==> src/rtl/tdcm_pkg.sv <==
package tdcm_pkg;
  localparam int LANES = 4;
  localparam int TAPS  = 64;
  localparam int GRP   = 8;
  localparam int NGRP  = TAPS / GRP;
  localparam int GCW   = $clog2(GRP + 1);
  localparam int CNTW  = $clog2(TAPS + 1);
  localparam int IDXW  = $clog2(TAPS);
  localparam int NCW   = $clog2(LANES + 1);
endpackage

==> src/rtl/tdcm_therm_scan.sv <==
// First conversion stage for one lane: per-group ones counts and a bubble flag.
module tdcm_therm_scan
  import tdcm_pkg::*;
(
  input  logic [TAPS-1:0]            therm,
  output logic [NGRP-1:0][GCW-1:0]   grp_cnt,
  output logic                       bubble
);
  always_comb begin
    bubble = 1'b0;
    for (int b = 0; b < TAPS - 1; b++) begin
      // a one above a zero breaks the run-of-ones shape
      bubble = bubble | (therm[b+1] & ~therm[b]);
    end
  end

  for (genvar g = 0; g < NGRP; g++) begin : g_grp
    always_comb begin
      grp_cnt[g] = '0;
      for (int b = 0; b < GRP; b++) begin
        grp_cnt[g] = grp_cnt[g] + GCW'(therm[g*GRP + b]);
      end
    end
  end
endmodule

==> src/rtl/tdcm_lane_time.sv <==
// Second stage for one lane: tap index, lane usability and corrected time.
module tdcm_lane_time
  import tdcm_pkg::*;
#(
  parameter int COARSE_W = 16,
  parameter int PERIOD_U = 4000,
  parameter int PHASE_U  = 1000,
  parameter int TAP_U    = 62,
  parameter int LANE     = 0,
  parameter int TW       = 29
) (
  input  logic [COARSE_W-1:0]        coarse,
  input  logic [NGRP-1:0][GCW-1:0]   grp_cnt,
  input  logic                       bubble,
  output logic [TW-1:0]              t_corr,
  output logic                       usable
);
  logic [CNTW-1:0] ones;
  logic [CNTW-1:0] idx_w;
  logic [IDXW-1:0] idx;
  logic [TW-1:0]   t_coarse;
  logic [TW-1:0]   t_tap;

  always_comb begin
    ones = '0;
    for (int g = 0; g < NGRP; g++) begin
      ones = ones + CNTW'(grp_cnt[g]);
    end
  end

  assign usable   = ~bubble & (ones != '0);
  assign idx_w    = ones - CNTW'(1);
  assign idx      = idx_w[IDXW-1:0];
  assign t_coarse = TW'(coarse) * TW'(PERIOD_U);
  assign t_tap    = TW'(TAPS - 1 - int'(idx)) * TW'(TAP_U);

  always_comb begin
    if (usable) t_corr = t_coarse + TW'(LANE * PHASE_U) + t_tap;
    else        t_corr = '0;
  end
endmodule

==> src/rtl/tdcm_avg_div.sv <==
// Divides a lane sum by the usable count 2, 3 or 4; the divide by three
// uses a reciprocal multiply that is exact for every sum below 2**SW.
module tdcm_avg_div
  import tdcm_pkg::*;
#(
  parameter int TW = 29,
  parameter int SW = 31
) (
  input  logic [SW-1:0]  sum,
  input  logic [NCW-1:0] n,
  output logic [TW-1:0]  quot,
  output logic           ok
);
  localparam int PW = 2 * SW + 2;
  localparam logic [SW+1:0] POW   = {1'b1, {(SW+1){1'b0}}};
  localparam logic [SW+1:0] RFULL = POW / 3 + 1;
  localparam logic [SW:0]   RECIP = RFULL[SW:0];

  logic [PW-1:0] prod;
  logic [SW-1:0] half;
  logic [SW-1:0] quarter;

  assign prod    = PW'(sum) * PW'(RECIP);
  assign half    = sum >> 1;
  assign quarter = sum >> 2;
  assign ok      = (n >= NCW'(2));

  always_comb begin
    case (n)
      NCW'(2): quot = half[TW-1:0];
      NCW'(3): quot = prod[SW+1 +: TW];
      NCW'(4): quot = quarter[TW-1:0];
      default: quot = '0;
    endcase
  end
endmodule

==> src/rtl/tdc_phase_merge.sv <==
module tdc_phase_merge
  import tdcm_pkg::*;
#(
  parameter int COARSE_W = 16,
  parameter int PERIOD_U = 4000,
  parameter int PHASE_U  = 1000,
  parameter int TAP_U    = 62
) (
  input  logic                         clk,
  input  logic                         rst_n,
  input  logic                         s_valid,
  output logic                         s_ready,
  input  logic [LANES*COARSE_W-1:0]    s_coarse,
  input  logic [LANES*TAPS-1:0]        s_therm,
  output logic                         m_valid,
  input  logic                         m_ready,
  output logic [COARSE_W+12:0]         m_time,
  output logic                         m_ok,
  output logic [NCW-1:0]               m_nvalid
);
  localparam int TW = COARSE_W + $clog2(PERIOD_U) + 1;
  localparam int SW = TW + $clog2(LANES);

  logic adv;
  assign adv     = ~m_valid | m_ready;
  assign s_ready = adv;

  // stage 1: group counts and bubble flags
  logic                                   v1;
  logic [LANES-1:0][COARSE_W-1:0]         coarse1;
  logic [LANES-1:0][NGRP-1:0][GCW-1:0]    gcnt_c, gcnt1;
  logic [LANES-1:0]                       bub_c, bub1;

  // stage 2: corrected per-lane times
  logic                                   v2;
  logic [LANES-1:0][TW-1:0]               tc_c, tc2;
  logic [LANES-1:0]                       use_c, use2;

  // stage 3: sum and count
  logic                                   v3;
  logic [SW-1:0]                          sum_c, sum3;
  logic [NCW-1:0]                         n_c, n3;

  // stage 4 (output) inputs
  logic [TW-1:0]                          quot_c;
  logic                                   ok_c;

  for (genvar i = 0; i < LANES; i++) begin : g_lane
    tdcm_therm_scan u_scan (
      .therm   (s_therm[i*TAPS +: TAPS]),
      .grp_cnt (gcnt_c[i]),
      .bubble  (bub_c[i])
    );

    tdcm_lane_time #(
      .COARSE_W (COARSE_W),
      .PERIOD_U (PERIOD_U),
      .PHASE_U  (PHASE_U),
      .TAP_U    (TAP_U),
      .LANE     (i),
      .TW       (TW)
    ) u_time (
      .coarse  (coarse1[i]),
      .grp_cnt (gcnt1[i]),
      .bubble  (bub1[i]),
      .t_corr  (tc_c[i]),
      .usable  (use_c[i])
    );

    always_ff @(posedge clk or negedge rst_n) begin
      if (!rst_n) begin
        coarse1[i] <= '0;
        gcnt1[i]   <= '0;
        bub1[i]    <= 1'b0;
        tc2[i]     <= '0;
        use2[i]    <= 1'b0;
      end else if (adv) begin
        coarse1[i] <= s_coarse[i*COARSE_W +: COARSE_W];
        gcnt1[i]   <= gcnt_c[i];
        bub1[i]    <= bub_c[i];
        tc2[i]     <= tc_c[i];
        use2[i]    <= use_c[i];
      end
    end
  end

  always_comb begin
    sum_c = '0;
    n_c   = '0;
    for (int i = 0; i < LANES; i++) begin
      if (use2[i]) begin
        sum_c = sum_c + SW'(tc2[i]);
        n_c   = n_c + NCW'(1);
      end
    end
  end

  tdcm_avg_div #(
    .TW (TW),
    .SW (SW)
  ) u_div (
    .sum  (sum3),
    .n    (n3),
    .quot (quot_c),
    .ok   (ok_c)
  );

  always_ff @(posedge clk or negedge rst_n) begin
    if (!rst_n) begin
      v1       <= 1'b0;
      v2       <= 1'b0;
      v3       <= 1'b0;
      sum3     <= '0;
      n3       <= '0;
      m_valid  <= 1'b0;
      m_time   <= '0;
      m_ok     <= 1'b0;
      m_nvalid <= '0;
    end else if (adv) begin
      v1       <= s_valid;
      v2       <= v1;
      v3       <= v2;
      sum3     <= sum_c;
      n3       <= n_c;
      m_valid  <= v3;
      m_time   <= ok_c ? quot_c : '0;
      m_ok     <= ok_c;
      m_nvalid <= n3;
    end
  end
endmodule

==> config.mk <==
export PLATFORM = sky130hd
export DESIGN_NAME = tdc_phase_merge
export DESIGN_NICKNAME = d
export VERILOG_FILES = /design/src/rtl/tdcm_pkg.sv /design/src/rtl/tdcm_therm_scan.sv /design/src/rtl/tdcm_lane_time.sv /design/src/rtl/tdcm_avg_div.sv /design/src/rtl/tdc_phase_merge.sv
export SDC_FILE = /design/constraint.sdc
export NUM_CORES = 2
export LEC_CHECK = 0
export ABC_AREA = 0
export CORE_MARGIN = 3
export CORE_UTILIZATION = 35
export DETAILED_ROUTE_END_ITERATION = 16
export PLACE_DENSITY = 0.63
export SETUP_SLACK_MARGIN = 0.5
export SYNTH_ARGS = -nofsm -noshare
export SYNTH_HDL_FRONTEND = slang
export SYNTH_SLANG_ARGS = --single-unit
==> constraint.sdc <==
create_clock -name clk -period 14.45 [get_ports clk]
set_input_delay 2.1675 -clock clk [delete_from_list [all_inputs] [get_ports clk]]
set_output_delay 2.1675 -clock clk [all_outputs]
set_load 0.01 [all_outputs]
==> run metrics <==
TritonCTS Buffers 46; Final #Nets 8918; Critical Path Source gcnt1[96]$_DFFE_PN0P_; Worst Path Arrival 11820 ps; # hold bufs at CTS 0; Post-synth EDFFs 0; unrepaired setup endpoints after global routing no; cell area after synthesis 60400 um2; initial antenna violation count 1; GPL Wtd Cong 0.984; total gr overflow 0; # diodes 0; crit path to tc2[108]$_DFFE_PN0P_; post-CTS sizing 0; largest net degree at the start of global routing 108; Fill cells 17028; actual slew at the worst max-slew pin 997 ps; CP required 14920 ps; WL final 171000 um; Buf/Inv on CP 5; Synth-to-Final Area Change 13.0%; worst r2r src gcnt1[96]$_DFFE_PN0P_; Setup Buffers After CTS 0; CTS tree yes; initial core utilization 0.354; syn_nets 8609; GR Util All Layers 0.192; Crit path max-delay family adder cells; Ports 359; fmax 0.0881 GHz; FF-to-FF End tc2[108]$_DFFE_PN0P_; ys flop type dfrtp_1; crit path max-delay cell type fa_1; CP Depth 38; Post-synth ARST share 1.00; most frequent cell on the critical path fa_1; Final setup viols 0; Die Ht 421 um; Yosys reg bits 382; Period minus WS final 11350 ps; crit-path max FO 4; skew final 22.9 ps; Final Max Tran Viols 0; Via density 5.03; DR WL/cell 18.6 um; TritonRoute pass-1 iters 6; DRC violations left 0; Setup CP Type reg2reg; Mapped Cells 6506; CTS max path bufs 3; core area 170000 um2; result of the run finished clean; Routed Antenna Nets 0; endpoint class of the critical path register; first-pass GRT wire length 273000 um; Synth Warn # 0; hpwl dp 146000 um; Avg Inst Size Synth 9.28 um2; via count 46022; R2R Setup Slk 3100 ps; layout cells sized above 1 0.0257; hold crit path type reg2reg; final setup TNS 0 ps; fin crit share 0.786; Clock Sinks 382; Cell Rows 151; Register-to-Register Path Depth 38; post-synthesis sequential area ratio 0.158; max_cap viols 0; synth unique cells 85; Max stage delay on crit path 580 ps; IO Port Bufs 358; Slew headroom 0.327; vias in the first global route 49144; Initial DRC Count 2551; final hold viol count 0; htree depth 2; die width 421 um; Die ar. 178000 um2; CTS root buf clkbuf_16; Critical Path Start Type register; Worst-path clk slew 60 ps; latest clock arrival within the worst-skew pair 620 ps; Worst Hold Launch v2$_DFFE_PN0P_
-- cells in the mapped netlist, types with 9 or more instances --
cell | number | area (um2)
o31ai_1 | 30 | 225
nor4_1 | 22 | 138
a21o_1 | 100 | 751
nor3b_1 | 9 | 67.6
a2111oi_0 | 20 | 175
and2_1 | 39 | 244
nor3_1 | 67 | 335
or3_1 | 22 | 138
nand3b_1 | 14 | 105
mux2i_1 | 13 | 130
o211ai_1 | 30 | 225
clkbuf_1 | 125 | 469
a211oi_1 | 33 | 248
o2111ai_1 | 12 | 105
xor2_1 | 129 | 1130
or2_2 | 9 | 56.3
nand4_1 | 37 | 231
a21oi_1 | 364 | 1820
nand3_1 | 60 | 300
ha_1 | 975 | 12200
o21ai_0 | 369 | 1850
o21a_1 | 61 | 458
nor2b_1 | 32 | 200
mux2_2 | 20 | 225
xnor2_1 | 193 | 1690
o22ai_1 | 32 | 200
a22oi_1 | 30 | 225
nand2b_1 | 25 | 156
and3_1 | 31 | 194
a221oi_1 | 19 | 166
nor2_1 | 267 | 1000
a21boi_0 | 14 | 105
o21bai_1 | 39 | 293
dfrtp_1 | 382 | 9560
inv_1 | 1261 | 4730
nand2_1 | 604 | 2270
a211o_1 | 13 | 114
a31oi_1 | 20 | 125
a22o_1 | 44 | 385
fa_1 | 804 | 16100
-- through the flow --
| step | cells | area [um2] | setup WS (ps) | hold WS [ps] | utilization |
|---|---|---|---|---|---|
| after floorplan | 6506 | 60400 | 4220 | 430 | - |
| after global placement | 9062 | 66600 | 3260 | 451 | 0.391 |
| after detailed placement | 9062 | 66600 | 3080 | 457 | 0.391 |
| after CTS | 9147 | 68200 | 3020 | 459 | 0.400 |
| after global routing | 9147 | 68200 | 2440 | 488 | 0.400 |
| final | 9147 | 68200 | 3100 | 463 | 0.400 |
-- cell usage in the layout, fill, tap and decap left out, types with 33 or more instances in the layout --
cell type	count
buf_4	36
o21a_1	61
fa_1	804
a21oi_1	364
clkdlybuf4s50_1	357
nand2_1	604
dfrtp_1	382
a22o_1	44
nand3_1	60
nor2_1	267
inv_1	1260
a211oi_1	33
clkbuf_16	46
nand4_1	37
nor3_1	65
a21o_1	100
xnor2_1	193
o21bai_1	39
and2_1	39
xor2_1	129
ha_1	975
o21ai_0	369
-- layout make-up --
type | instances | area (um2) | share of cell area
timing repair buffer | 394 | 3860 | 0.0566
inverter | 1262 | 4740 | 0.0695
clock inverter | 30 | 343 | 0.00503
clock buffer | 55 | 1240 | 0.0182
sequential | 382 | 9560 | 0.140
multi-input combinational | 4729 | 45600 | 0.668
tap | 2295 | 2870 | 0.0421
-- flip-flops by register name, indices dropped and copies added (netlist names) --
| signal | count |
|---|---|
| gcnt1 | 128 |
| tc2 | 112 |
| coarse1 | 64 |
| sum3 | 30 |
| m_time | 29 |
| bub1 | 4 |
| use2 | 4 |
| m_nvalid | 3 |
| n3 | 3 |
| m_ok | 1 |
| m_valid | 1 |
| v1 | 1 |
| v2 | 1 |
| v3 | 1 |
-- metal layers --
metal  share of wire  global-route usage
met4           0.036              0.0581
met2            0.50               0.344
met3           0.037              0.0200
met5        0.000076                   0
met1            0.43               0.242
-- kinds of logic (layout without fill, tap and decap cells) --
logic type / count (synthesis) / after routing / synth area share
multiplexers: 33 / 33 / 0.00589
AND/OR/NAND/NOR: 1265 / 1265 / 0.0940
adder cells (fa/ha/maj): 1779 / 1779 / 0.469
buffers and inverters: 1395 / 1741 / 0.0867
AO/OA/AOI/OAI: 1330 / 1330 / 0.140
flip-flops: 382 / 382 / 0.158
XOR/XNOR: 322 / 322 / 0.0467
-- worst min-delay path by stage --
stage                                   to  slack (ps)  cells past startpoint
final                       v3$_DFFE_PN0P_         460                      2
after CTS                   v3$_DFFE_PN0P_         460                      2
after global routing      m_ok$_DFFE_PN0P_         490                      2
after floorplan             v3$_DFFE_PN0P_         430                      2
after global placement      v2$_DFFE_PN0P_         450                      2
after detailed placement    v2$_DFFE_PN0P_         460                      2
-- worst min-delay path, cell delays in order (launching register included) --
cell and delay (ps):
dfrtp_1 340, nand2_1 50, nand2_1 50
Power is left out: the tool's default activity adds up to more than one toggle a clock period on the data nets, which glitch-free logic cannot reach.
